--- src/rtl/bcc_pkg.sv ---
package bcc_pkg;

   typedef enum logic [2:0] {
      ST_INTA  = 3'b000,
      ST_IORD  = 3'b001,
      ST_IOWR  = 3'b010,
      ST_HALT  = 3'b011,
      ST_FETCH = 3'b100,
      ST_MRD   = 3'b101,
      ST_MWR   = 3'b110,
      ST_PASS  = 3'b111
   } stat_e;

   typedef enum logic [2:0] {
      PH_IDLE = 3'd0,
      PH_T1   = 3'd1,
      PH_T2   = 3'd2,
      PH_TW   = 3'd3,
      PH_T3   = 3'd4,
      PH_T4   = 3'd5
   } phase_e;

   typedef struct packed {
      logic mrd;
      logic mwr;
      logic iord;
      logic iowr;
      logic inta;
      logic data;
      logic wr;
   } dec_t;

endpackage

--- src/rtl/bcc_decode.sv ---
module bcc_decode
   import bcc_pkg::*;
(
   input  stat_e code_i,
   output dec_t  dec_o
);

   always_comb begin
      dec_o = '0;
      unique case (code_i)
         ST_INTA:  begin dec_o.inta = 1'b1; dec_o.data = 1'b1; end
         ST_IORD:  begin dec_o.iord = 1'b1; dec_o.data = 1'b1; end
         ST_IOWR:  begin dec_o.iowr = 1'b1; dec_o.data = 1'b1; dec_o.wr = 1'b1; end
         ST_FETCH,
         ST_MRD:   begin dec_o.mrd  = 1'b1; dec_o.data = 1'b1; end
         ST_MWR:   begin dec_o.mwr  = 1'b1; dec_o.data = 1'b1; dec_o.wr = 1'b1; end
         default:  dec_o = '0;
      endcase
   end

   always_comb begin
      assert_decode_onehot_R9: assert ($onehot0({dec_o.mrd, dec_o.mwr, dec_o.iord,
                                                 dec_o.iowr, dec_o.inta}));
   end

endmodule

--- src/rtl/bcc_seq.sv ---
module bcc_seq
   import bcc_pkg::*;
#(
   parameter int CODE_W = 3
) (
   input  logic              clk,
   input  logic              rst,
   input  logic [CODE_W-1:0] status_i,
   input  logic              ready_i,
   output phase_e            phase_o,
   output stat_e             code_o
);

   localparam logic [CODE_W-1:0] IDLE_CODE = {CODE_W{1'b1}};

   if (CODE_W != 3) begin : g_bad_code_w
      $error("bcc_seq: status code must be 3 bits");
   end

   phase_e phase_q, phase_d;
   stat_e  code_q;
   logic   prev_pass_q;
   logic   start;

   assign start = (phase_q == PH_IDLE) && (status_i != IDLE_CODE) && prev_pass_q;

   always_comb begin
      phase_d = phase_q;
      unique case (phase_q)
         PH_IDLE: if (start) phase_d = PH_T1;
         PH_T1:   phase_d = PH_T2;
         PH_T2,
         PH_TW:   phase_d = ready_i ? PH_T3 : PH_TW;
         PH_T3:   phase_d = PH_T4;
         PH_T4:   phase_d = PH_IDLE;
         default: phase_d = PH_IDLE;
      endcase
   end

   always_ff @(posedge clk) begin
      if (rst) begin
         phase_q     <= PH_IDLE;
         code_q      <= ST_PASS;
         prev_pass_q <= 1'b1;
      end else begin
         phase_q     <= phase_d;
         prev_pass_q <= (status_i == IDLE_CODE);
         if (start) code_q <= stat_e'(status_i);
      end
   end

   assign phase_o = phase_q;
   assign code_o  = code_q;

   assert_t1_to_t2_R3: assert property (@(posedge clk) disable iff (rst)
      phase_q == PH_T1 |=> phase_q == PH_T2);
   assert_wait_insert_R6: assert property (@(posedge clk) disable iff (rst)
      ((phase_q == PH_T2) || (phase_q == PH_TW)) && !ready_i |=> phase_q == PH_TW);
   assert_wait_exit_R6: assert property (@(posedge clk) disable iff (rst)
      ((phase_q == PH_T2) || (phase_q == PH_TW)) && ready_i |=> phase_q == PH_T3);
   assert_no_retrigger_R2: assert property (@(posedge clk) disable iff (rst)
      (phase_q == PH_IDLE) && !prev_pass_q |=> phase_q == PH_IDLE);
   assert_code_held_R1: assert property (@(posedge clk) disable iff (rst)
      (phase_q != PH_IDLE) && (phase_q != PH_T4) |=> $stable(code_q));

endmodule

--- src/rtl/bcc_addr_latch.sv ---
module bcc_addr_latch #(
   parameter int AD_W  = 16,
   parameter int AHI_W = 4,
   localparam int ADDR_W = AD_W + AHI_W
) (
   input  logic              clk,
   input  logic              rst,
   input  logic              cap_i,
   input  logic [AD_W-1:0]   ad_i,
   input  logic [(AHI_W>0 ? AHI_W : 1)-1:0] ahi_i,
   input  logic              bhe_i,
   output logic [ADDR_W-1:0] addr_o,
   output logic              bhe_o
);

   logic [ADDR_W-1:0] addr_in;

   if (AD_W < 8) begin : g_bad_ad_w
      $error("bcc_addr_latch: shared bus must be at least 8 bits");
   end

   if (AHI_W > 0) begin : g_upper
      assign addr_in = {ahi_i, ad_i};
   end else begin : g_flat
      assign addr_in = ad_i;
      logic unused_ahi;
      assign unused_ahi = ^ahi_i;
   end

   always_ff @(posedge clk) begin
      if (rst) begin
         addr_o <= '0;
         bhe_o  <= 1'b0;
      end else if (cap_i) begin
         addr_o <= addr_in;
         bhe_o  <= bhe_i;
      end
   end

   assert_addr_hold_R4: assert property (@(posedge clk) disable iff (rst)
      !cap_i |=> $stable(addr_o) && $stable(bhe_o));
   assert_addr_take_R4: assert property (@(posedge clk) disable iff (rst)
      cap_i |=> addr_o == $past(addr_in));

endmodule

--- src/rtl/bus_cmd_ctrl.sv ---
module bus_cmd_ctrl
   import bcc_pkg::*;
#(
   parameter int AD_W   = 16,
   parameter int AHI_W  = 4,
   parameter int CODE_W = 3,
   localparam int ADDR_W = AD_W + AHI_W
) (
   input  logic              clk,
   input  logic              rst,
   input  logic [CODE_W-1:0] status_i,
   input  logic [AD_W-1:0]   ad_i,
   input  logic [AHI_W-1:0]  ahi_i,
   input  logic              bhe_i,
   input  logic              ready_i,
   output logic              ale_o,
   output logic [ADDR_W-1:0] addr_o,
   output logic              bhe_o,
   output logic              den_o,
   output logic              dtr_o,
   output logic              mrd_o,
   output logic              mwr_o,
   output logic              iord_o,
   output logic              iowr_o,
   output logic              inta_o
);

   if (AHI_W < 1) begin : g_bad_ahi_w
      $error("bus_cmd_ctrl: at least one upper address line required");
   end

   phase_e phase;
   stat_e  code;
   dec_t   dec;
   logic   cmd_win;
   logic   in_cycle;

   bcc_seq #(.CODE_W(CODE_W)) u_seq (
      .clk      (clk),
      .rst      (rst),
      .status_i (status_i),
      .ready_i  (ready_i),
      .phase_o  (phase),
      .code_o   (code)
   );

   bcc_decode u_dec (
      .code_i (code),
      .dec_o  (dec)
   );

   bcc_addr_latch #(.AD_W(AD_W), .AHI_W(AHI_W)) u_lat (
      .clk    (clk),
      .rst    (rst),
      .cap_i  (phase == PH_T1),
      .ad_i   (ad_i),
      .ahi_i  (ahi_i),
      .bhe_i  (bhe_i),
      .addr_o (addr_o),
      .bhe_o  (bhe_o)
   );

   assign cmd_win  = (phase == PH_T2) || (phase == PH_TW) || (phase == PH_T3);
   assign in_cycle = (phase != PH_IDLE);

   assign ale_o  = (phase == PH_T1);
   assign den_o  = cmd_win & dec.data;
   assign dtr_o  = in_cycle & dec.wr;
   assign mrd_o  = cmd_win & dec.mrd;
   assign mwr_o  = cmd_win & dec.mwr;
   assign iord_o = cmd_win & dec.iord;
   assign iowr_o = cmd_win & dec.iowr;
   assign inta_o = cmd_win & dec.inta;

   assert_cmd_onehot_R9: assert property (@(posedge clk) disable iff (rst)
      $onehot0({mrd_o, mwr_o, iord_o, iowr_o, inta_o}));
   assert_ale_single_R3: assert property (@(posedge clk) disable iff (rst)
      ale_o |=> !ale_o);
   assert_cmd_needs_den_R5: assert property (@(posedge clk) disable iff (rst)
      (mrd_o || mwr_o || iord_o || iowr_o || inta_o) |-> den_o);
   assert_release_last_R5: assert property (@(posedge clk) disable iff (rst)
      (phase == PH_T3) |=> !den_o && !mrd_o && !mwr_o && !iord_o && !iowr_o && !inta_o);
   assert_dir_steady_R7: assert property (@(posedge clk) disable iff (rst)
      den_o |-> $stable(dtr_o));
   assert_reset_quiet_R8: assert property (@(posedge clk)
      rst |=> !ale_o && !den_o && !mrd_o && !mwr_o && !iord_o && !iowr_o && !inta_o);

endmodule

--- config.mk ---
export PLATFORM = sky130hd
export DESIGN_NAME = bus_cmd_ctrl
export DESIGN_NICKNAME = d
export VERILOG_FILES = /design/src/rtl/bcc_pkg.sv /design/src/rtl/bcc_decode.sv /design/src/rtl/bcc_seq.sv /design/src/rtl/bcc_addr_latch.sv /design/src/rtl/bus_cmd_ctrl.sv
export SDC_FILE = /design/constraint.sdc
export NUM_CORES = 1
export LEC_CHECK = 0
export BUFFER_PORTS_ARGS = -buffer_cell sky130_fd_sc_hd__buf_2
export CAP_MARGIN = 5
export CORE_UTILIZATION = 48
export DETAILED_ROUTE_END_ITERATION = 8
export HOLD_SLACK_MARGIN = 0.15
export PLACE_DENSITY = 0.83
export SLEW_MARGIN = 15
export SYNTH_ARGS = -nofsm -noshare
export SYNTH_HDL_FRONTEND = slang
export SYNTH_HIERARCHICAL = 1
export SYNTH_SLANG_ARGS = --single-unit
--- constraint.sdc ---
create_clock -name clk -period 2.5 [get_ports clk]
set_input_delay 0.375 -clock clk [delete_from_list [all_inputs] [get_ports clk]]
set_output_delay 0.375 -clock clk [all_outputs]
set_load 0.05 [all_outputs]
Yosys cells after proc, flatten, opt, wreduce, memory -nomap -nowiden
Index checks and enable logic that the tools add are counted.
{"block": "totals", "register_bits": 28, "word_cells": 45}
{"block": "op_classes", "eq_ne": 12, "muxes": 10, "bitwise_logic": 7, "reduce_logical": 11}
{"operator": "equality test 3 bit, second input constant", "n": 5}
{"operator": "one-hot mux 3 bit (4 select lines)", "n": 1}
{"operator": "equality test 3 x 2 -> 1 bit, second input constant", "n": 3}
{"operator": "AND 1 bit", "n": 7}
{"operator": "two-way mux 1 bit", "n": 7}
{"operator": "equality test 3 x 1 -> 1 bit, second input constant", "n": 2}
{"operator": "logical NOT 3 bit", "n": 2}
{"operator": "two-way mux 3 bit", "n": 2}
{"operator": "OR reduction 2 bit", "n": 3}
{"operator": "OR reduction 6 bit", "n": 1}
{"operator": "inequality test 3 bit, second input constant", "n": 1}
{"operator": "nonzero test 3 bit", "n": 1}
{"operator": "logical AND 1 bit", "n": 2}
{"operator": "logical OR 1 bit", "n": 2}
{"operator": "inequality test 2 x 1 -> 1 bit, second input constant", "n": 1}

Depth between registers and ports, before layout
Gate-level depths: netlist of the first run.
{"block": "depth", "word_depth": 5, "depth_mapped": 5, "depth_no_buf": 3}

Cells and area by module
The synthesis of the first run kept the hierarchy.
{"module": "bcc_addr_latch", "n_inst": 1, "cells_each": 68, "area_per_inst_um2": 752.0, "seq_area_each_um2": 420.4}
{"module": "bcc_seq", "n_inst": 1, "cells_each": 29, "area_per_inst_um2": 276.5, "seq_area_each_um2": 140.1}
{"module": "bus_cmd_ctrl", "n_inst": 1, "cells_each": 10, "area_per_inst_um2": 82.6, "seq_area_each_um2": 0.0}
{"module": "bcc_decode", "n_inst": 1, "cells_each": 7, "area_per_inst_um2": 55.1, "seq_area_each_um2": 0.0}

Worst setup path after synthesis of the first run
Ideal clock, no wire load.
{"block": "synth_path", "path_type": "register -> register", "from": "register u_seq.phase_q[0] (netlist: u_seq/phase_o[0])", "to": "register u_lat.addr_o[0]", "setup_ns": 0.128, "arrival_ns": 2.312, "slack_ns": 0.061, "stages_incl_launch_ff": 6, "cell_sequence": "dfxtp_1 > nor3b_1 > clkbuf_2 > buf_8 > mux2i_1 > nor2_1"}
{"block": "synth_between", "elab_chain_len": 1}
{"element": "start: declaration", "line": "bcc_seq.sv:20", "text": "phase_e phase_q, phase_d;"}
{"element": "start signal: assignment", "line": "bcc_seq.sv:46", "text": "phase_q <= phase_d;"}
{"element": "equality test 3 x 1 -> 1 bit"}
{"element": "via ale_o", "line": "bus_cmd_ctrl.sv:16", "text": "output logic ale_o,"}
{"element": "end signal: assignment", "line": "bcc_addr_latch.sv:35", "text": "addr_o <= addr_in;"}
{"element": "end: declaration", "line": "bcc_addr_latch.sv:12", "text": "output logic [ADDR_W-1:0] addr_o,"}
The timed path passes the listed nets, and every way through them passes these cells.
A chain may end at the register's enable or synchronous reset.

Worst setup path after layout of the first run
{"block": "layout_path", "from": "register u_seq.phase_q[2] (netlist: u_seq/phase_o[2])", "to": "output port mrd_o"}
{"block": "layout_between", "elab_chain_len": 4}
{"element": "equality test 3 x 2 -> 1 bit", "line": "bus_cmd_ctrl.sv:63", "text": "assign cmd_win = (phase == PH_T2) || (phase == PH_TW) || (phase == PH_T3);"}
{"element": "logical OR 1 bit", "line": "bus_cmd_ctrl.sv:63"}
{"element": "logical OR 1 bit (*)", "line": "bus_cmd_ctrl.sv:63"}
{"element": "AND 1 bit (*)", "line": "bus_cmd_ctrl.sv:69", "text": "assign mrd_o = cmd_win & dec.mrd;"}
{"element": "end: declaration", "line": "bus_cmd_ctrl.sv:21", "text": "output logic mrd_o,"}
Mark *: on every way between the ends. The rest lies on a longest branch, timed or not.

==> results by group, run 1 <==
Finish
  – # diodes: 0
  – Layout cells sized above 1: 39.64%
  – Sequential cell area: 560.5 µm²
  – Layout Cells excl Fill: 197
  – Most frequent cells in the layout: buf_2, dfxtp_1, nor2_1
  – Layout area overhead: 28.86%
  – Final #Nets: 197
  – Multi-input gate area: 564.3 µm²
  – Fillers: 200
  – Most common cell after layout, fill and taps aside: buf_2
  – Post-layout util: 66.65%

Floorplan
  – Die W: 51.29 µm
  – # rows: 17
  – Die ar.: 0.002631 mm²
  – Die H: 51.29 µm
  – Floorplan core area: 0.002255 mm²
  – Ports: 56
  – Initial Utilization: 51.72%

CTS
  – Post-CTS Repair Setup Buffers: 0
  – Clock latency on the worst-skew pair: 0.32 ns
  – Resized Gates After CTS: 0
  – CTS Buf Count: 3
  – Root Driver: clkbuf_4
  – Hold_buf cts: 0
  – Num Clock Sinks: 28
  – Max clock buf depth: 2
  – Worst-path clk slew: 0.15 ns
  – Htree depth: 1
  – CTS tree: built

Global routing
  – Gr usage total: 17.98%
  – Largest net degree at the start of global routing: 32
  – GRT Residual Overflow: 0
  – First-pass GRT wire length: 3519 µm
  – Vias in the first global route: 871
  – Initial antenna violation count: 0

Worst setup path
  – Crit path max-delay family: flip-flops
  – FF-to-FF path depth: 3
  – Cell Chain, Critical Path: or3b_4 -> a21boi_1 -> buf_2
  – CP arrival: 1.71 ns
  – Buffers & Inverters on Critical Path: 1
  – CP Capture Type: output pin
  – Slowest stage delay, CP: 0.49 ns
  – Req. time, crit path: 2.12 ns
  – Crit path depth: 3
  – Setup CP Type: flop to output pin
  – Crit Path Max Fanout: 9
  – Worst Setup Start Kind: flop
  – Critical-path top delay cell: dfxtp_1

Flow run
  – Max cap viols: 0

Synth
  – Mapped Nets: 141
  – Post-synth EDFFs: 0
  – Yosys reg bits: 28
  – Netlist cell types: 24
  – Mapped Cells: 114
  – Syn Area/Cell: 10.23 µm²
  – Share of flip-flops with an asynchronous set or reset: 0%
  – Area of the mapped netlist: 0.001166 mm²
  – Ys Warns: 6
  – Synth Flop Type: dfxtp_1
  – Register area share after synthesis: 48.07%

Routing
  – DRC viols: 0
  – Wirelength, routed: 2281 µm
  – Initial DRC Count: 9
  – Detailed Routing Iterations Pass 1: 4
  – Routed via count: 986
  – Antenna viol nets, final: 0
  – WL per Instance: 11.58 µm
  – Vias per Instance: 5.005

Power and ir drop
  – Peak VDD IR: 0.5538 mV
  – Leakage: 0.0007041 µW
  – Clock share of power: 25.6%
  – Total power: 1136 µW
  – Flop pwr share: 45.8%
  – P per Cell Area: 755.9 mW/mm²
  – Psw: 374.6 µW
  – Internal: 761.3 µW
  – Combinational power share: 28.5%
  – Switching share of power: 32.98%

Timing
  – Fin crit period: 2.081 ns
  – Worst Clk Skew: 0.003863 ns
  – Period utilization: 83.24%
  – Final Hold Violating Endpoints: 0
  – Fin. max-slew vios: 0
  – Final setup vio count: 0
  – Min Hold Slack: 0.2709 ns
  – Worst rel slew slack: 67.27%
  – Worst-Margin Slew: 0.4909 ns
  – Setup TNS: 0 ns
  – RSZ-0062 raised after global routing: no
  – Max frequency: 0.4806 GHz

Placed design
  – Dpl hpwl: 1735 µm
  – I/O Buffers: 55
  – Dpl cells: 193
  – RD Place Congestion: 0.7081

Worst hold path
  – Worst Hold Class: primary input to flop
  – Hold path cells: 2

Run status
  – Status: finished clean
==> kinds of logic (layout without fill, tap and decap cells) <==
logic type	after synthesis	after routing	share of synthesized area (%)
AOI/OAI and AO/OA	16	16	10.19
buffers and inverters	6	61	3.970
DFF	28	28	48.07
muxes	21	21	18.03
and+or+nand+nor	43	43	19.74
==> path summary, 6_finish.rpt <==
kind,from,endpoint,slack (ns)
setup / recovery,u_seq/phase_o[2],mrd_o,0.42
hold / removal,ready_i,u_seq/phase_o[1],0.27
setup reg to reg,u_seq/phase_o[1],u_seq/code_o[1],0.95
hold reg to reg,u_seq/prev_pass_q,u_seq/phase_o[0],0.49
==> through the flow <==
step	area (µm²)	setup slack, ns
2_1_floorplan	1166	0.06091
3_3_place_gp	1450	0.8494
3_5_place_dp	1450	0.7848
4_1_cts	1503	0.4089
5_1_grt	1503	0.3568
6_report	1503	0.4191
==> power by group through the flow <==
stage          sequential [µW]  combinational [µW]  clock (µW)
6_report                   521                 324         291
5_1_grt                    527                 347         313
4_1_cts                    521                 327         296
3_5_place_dp               530                 327           0
3_3_place_gp               527                 319           0
2_1_floorplan              625                 162           0
==> registers in the layout (all words and copies together) (netlist names) <==
signal and count:
u_lat/addr_o 20, u_seq/code_o 3, u_seq/phase_o 3, u_lat/bhe_o 1, u_seq/prev_pass_q 1
==> area by class of cell <==
class                           count  area share [%]
Sequential cell                    28           37.30
Timing Repair Buffer               57           19.32
Multi-Input combinational cell     80           37.55
Clock buffer                        3           1.499
Tap cell                           28           2.331
Clock inverter                      1           1.998
==> metal layers <==
layer,part of all wire [%],vias up,global-route usage [%]
met3,6.7,2,4.464
met2,50,34,32.24
li1,-,506,-
met4,0.70,0,9.009
met5,0,-,0
met1,42,444,19.41
==> Yosys cell counts (2+ instances only) <==
cell type | instances | area (µm²)
nor2_1 | 23 | 86.33
nor3b_2 | 2 | 25.02
or3_1 | 3 | 18.77
dfxtp_1 | 28 | 560.5
a21oi_1 | 4 | 20.02
nand2_1 | 3 | 11.26
nand3_1 | 2 | 10.01
nor2b_1 | 2 | 12.51
o31a_1 | 4 | 35.03
mux2i_1 | 21 | 210.2
nand2b_1 | 2 | 12.51
a21boi_1 | 5 | 37.54
clkbuf_1 | 3 | 11.26
buf_8 | 2 | 30.03
No activity file was read; power rests on OpenSTA's default activity.
==> inputs of run 2 (changes only) <==
--- a/config.mk
+++ b/config.mk
@@ -7,10 +7,10 @@
 export LEC_CHECK = 0
 export BUFFER_PORTS_ARGS = -buffer_cell sky130_fd_sc_hd__buf_2
 export CAP_MARGIN = 5
-export CORE_UTILIZATION = 48
+export CORE_UTILIZATION = 40
 export DETAILED_ROUTE_END_ITERATION = 8
 export HOLD_SLACK_MARGIN = 0.15
-export PLACE_DENSITY = 0.83
+export PLACE_DENSITY = 0.74
 export SLEW_MARGIN = 15
 export SYNTH_ARGS = -nofsm -noshare
 export SYNTH_HDL_FRONTEND = slang
==> constraint.sdc (replaced) <==
create_clock -name clk -period 1.7 [get_ports clk]
set_input_delay 0.255 -clock clk [delete_from_list [all_inputs] [get_ports clk]]
set_output_delay 0.255 -clock clk [all_outputs]
set_load 0.05 [all_outputs]
==> results by group, run 2 (synthesized netlist as in run 1, its figures left out) <==
Finish
  – Max reg flops: 20 (unchanged)
  – Final #Nets: 204 (+3.6%)
  – Final Cell Area: 0.001628 mm² (+8.3%)
  – Most common cell after layout, fill and taps aside: buf_2
  – Most frequent cells in the layout: buf_2, dfxtp_1, nor2_1
  – # diodes: 0 (unchanged)
  – Layout cells sized above 1: 47.16% (+7.5 points)
  – Layout Cells excl Fill: 207 (+5.1%)
  – Layout area overhead: 39.59%
  – Top reg by flops: u_lat/addr_o

Routing
  – DR top layer: met4
  – Vias per Instance: 4.913 (-1.8%)
  – Routed via count: 1,017 (+3.1%)
  – Met2 WL: 1284 µm (+12%)
  – Wl on met1: 1041 µm (+8.4%)
  – Antenna viol nets, final: 0 (unchanged)
  – Wirelength, routed: 2487 µm (+9.0%)
  – WL per Instance: 12.01 µm (+3.8%)
  – Detailed Routing Iterations Pass 1: 4 (unchanged)
  – DRC viols: 0 (unchanged)
  – DR WL met3: 137 µm (-10%)
  – Initial DRC Count: 25 (+16)

Placed design
  – I/O Buffers: 55 (unchanged)
  – Dpl hpwl: 1834 µm (+5.7%)
  – DP Worst Slack: 0.1495 ns (-0.6352 ns)
  – Dpl cells: 198 (+2.6%)
  – RD Place Congestion: 0.7035 (-0.65%)
  – Post-DP Area: 0.001475 mm² (+1.7%)

CTS
  – CTS tree: built
  – Num Clock Sinks: 28 (unchanged)
  – Htree depth: 1 (unchanged)
  – Root Driver: clkbuf_4
  – CTS Buf Count: 3 (unchanged)
  – Max clock buf depth: 2 (unchanged)
  – Clock latency on the worst-skew pair: 0.31 ns (about the same)
  – Worst-path clk slew: 0.14 ns (about the same)

Floorplan
  – Die ar.: 0.003135 mm² (+19%)
  – Initial Utilization: 42.29% (-9.4 points)
  – Floorplan core area: 0.002758 mm² (+22%)
  – Ports: 56 (unchanged)
  – # rows: 19 (+2)
  – Die H: 56.00 µm (+9.2%)
  – Die W: 56.00 µm (+9.2%)

Timing
  – Fin. max-slew vios: 0 (unchanged)
  – Worst rel slew slack: 74.59% (+7.3 points)
  – Max frequency: 0.5810 GHz
  – Worst Slack Setup Final: -0.02117 ns (-0.4402 ns)
  – Period utilization: 101.2%
  – Worst-Margin Slew: 0.3715 ns (-0.1194 ns)
  – Final setup vio count: 6 (+6)
  – Fin crit period: 1.721 ns
  – Final Hold Violating Endpoints: 0 (unchanged)
  – RSZ-0062 raised after global routing: yes
  – Worst Clk Skew: 0.004690 ns (+0.0008268 ns)

Run status
  – Status: finished, violations left
  – Failing checks: negative setup slack

Global routing
  – First-pass GRT wire length: 4133 µm (+17%)
  – Initial antenna violation count: 0 (unchanged)
  – Largest net degree at the start of global routing: 18 (-44%)
  – Gr usage total: 16.20% (-1.8 points)
  – Vias in the first global route: 997 (+14%)
  – GRT Residual Overflow: 0 (unchanged)

Worst setup path
  – CP arrival: 1.47 ns (-0.24 ns)
  – Worst Setup Start Kind: flop
  – R2R Setup Slk: 0.07 ns (-0.88 ns)
  – Crit Path Max Fanout: 6 (-3)
  – CP Capture Type: output pin
  – Req. time, crit path: 1.44 ns (-0.68 ns)
  – Setup CP Type: flop to output pin

Power and ir drop
  – Leakage: 0.0007384 µW (+4.9%)
  – Peak VDD IR: 0.7920 mV (+43%)
  – P per Cell Area: 982.3 mW/mm² (+30%)

Worst hold path
  – Worst Hold Class: primary input to flop

Flow run
  – Max cap viols: 0 (unchanged)
-- run 2: cell count changes in the layout (fill, tap and decap cells not counted), sizes merged --
cell | previous run | this run
dlygate4sd3 | 0 | 1
clkbuf | 3 | 5
buf | 57 | 62
bufinv | 1 | 0
-- run 2: power by group --
part | leakage (µW) | internal [µW] | switching (µW) | total (µW)
sequential | 0.000230 | 718 | 42.2 | 760
clock | 0.0000210 | 131 | 174 | 304
combinational | 0.000487 | 197 | 337 | 535
-- run 2: layout make-up --
type / instances / area (µm²)
fillers: 236 / 1130
well taps: 31 / 38.79
repair buffers: 64 / 385.4
multi-input cells: 80 / 596.8
clock buffers: 4 / 36.28
flip-flops and latches: 28 / 570.5
-- run 2: repair_timing --
item                       CTS  global route
resized for setup           19             7
hold buffers                 1             0
hold endpoints to repair     1             0
buffers inserted             3             1
pin swaps                    7             0
setup endpoints to repair    6             8
-- run 2: worst paths after layout --
| path | from | cells after the start | end |
|---|---|---|---|
| worst max-delay path | u_seq/phase_o[2] | 3 | iord_o |
| worst min-delay path | ad_i[12] | 3 | u_lat/addr_o[12] |
| worst max register to register | u_seq/phase_o[1] | 4 | u_seq/code_o[0] |
| worst min register to register | u_seq/prev_pass_q | 2 | u_seq/phase_o[0] |
-- run 2: through the flow --
stage | utilization (%) | setup TNS, ns | hold WS, ns | power [µW]
2_1_floorplan | - | -4.295 | 0.3274 | 1159
3_3_place_gp | 53.49 | 0 | 0.4694 | 1255
3_5_place_dp | 53.49 | 0 | 0.4789 | 1270
4_1_cts | 57.89 | -0.2029 | 0.1581 | 1608
5_1_grt | 59.03 | -0.4913 | 0.1563 | 1687
6_report | 59.03 | -0.07464 | 0.1709 | 1599
-- run 2: routing by layer --
metal,global-route usage [%],up-vias
met4,5.226,0
met5,0,-
met3,2.093,2
met1,18.64,462
li1,-,523
met2,30.61,30
-- run 2: critical path, cell delays in order (launching register included) --
cell and delay [ns]:
dfxtp_4 0.38, or3b_4 0.44, a21boi_2 0.16, buf_6 0.17
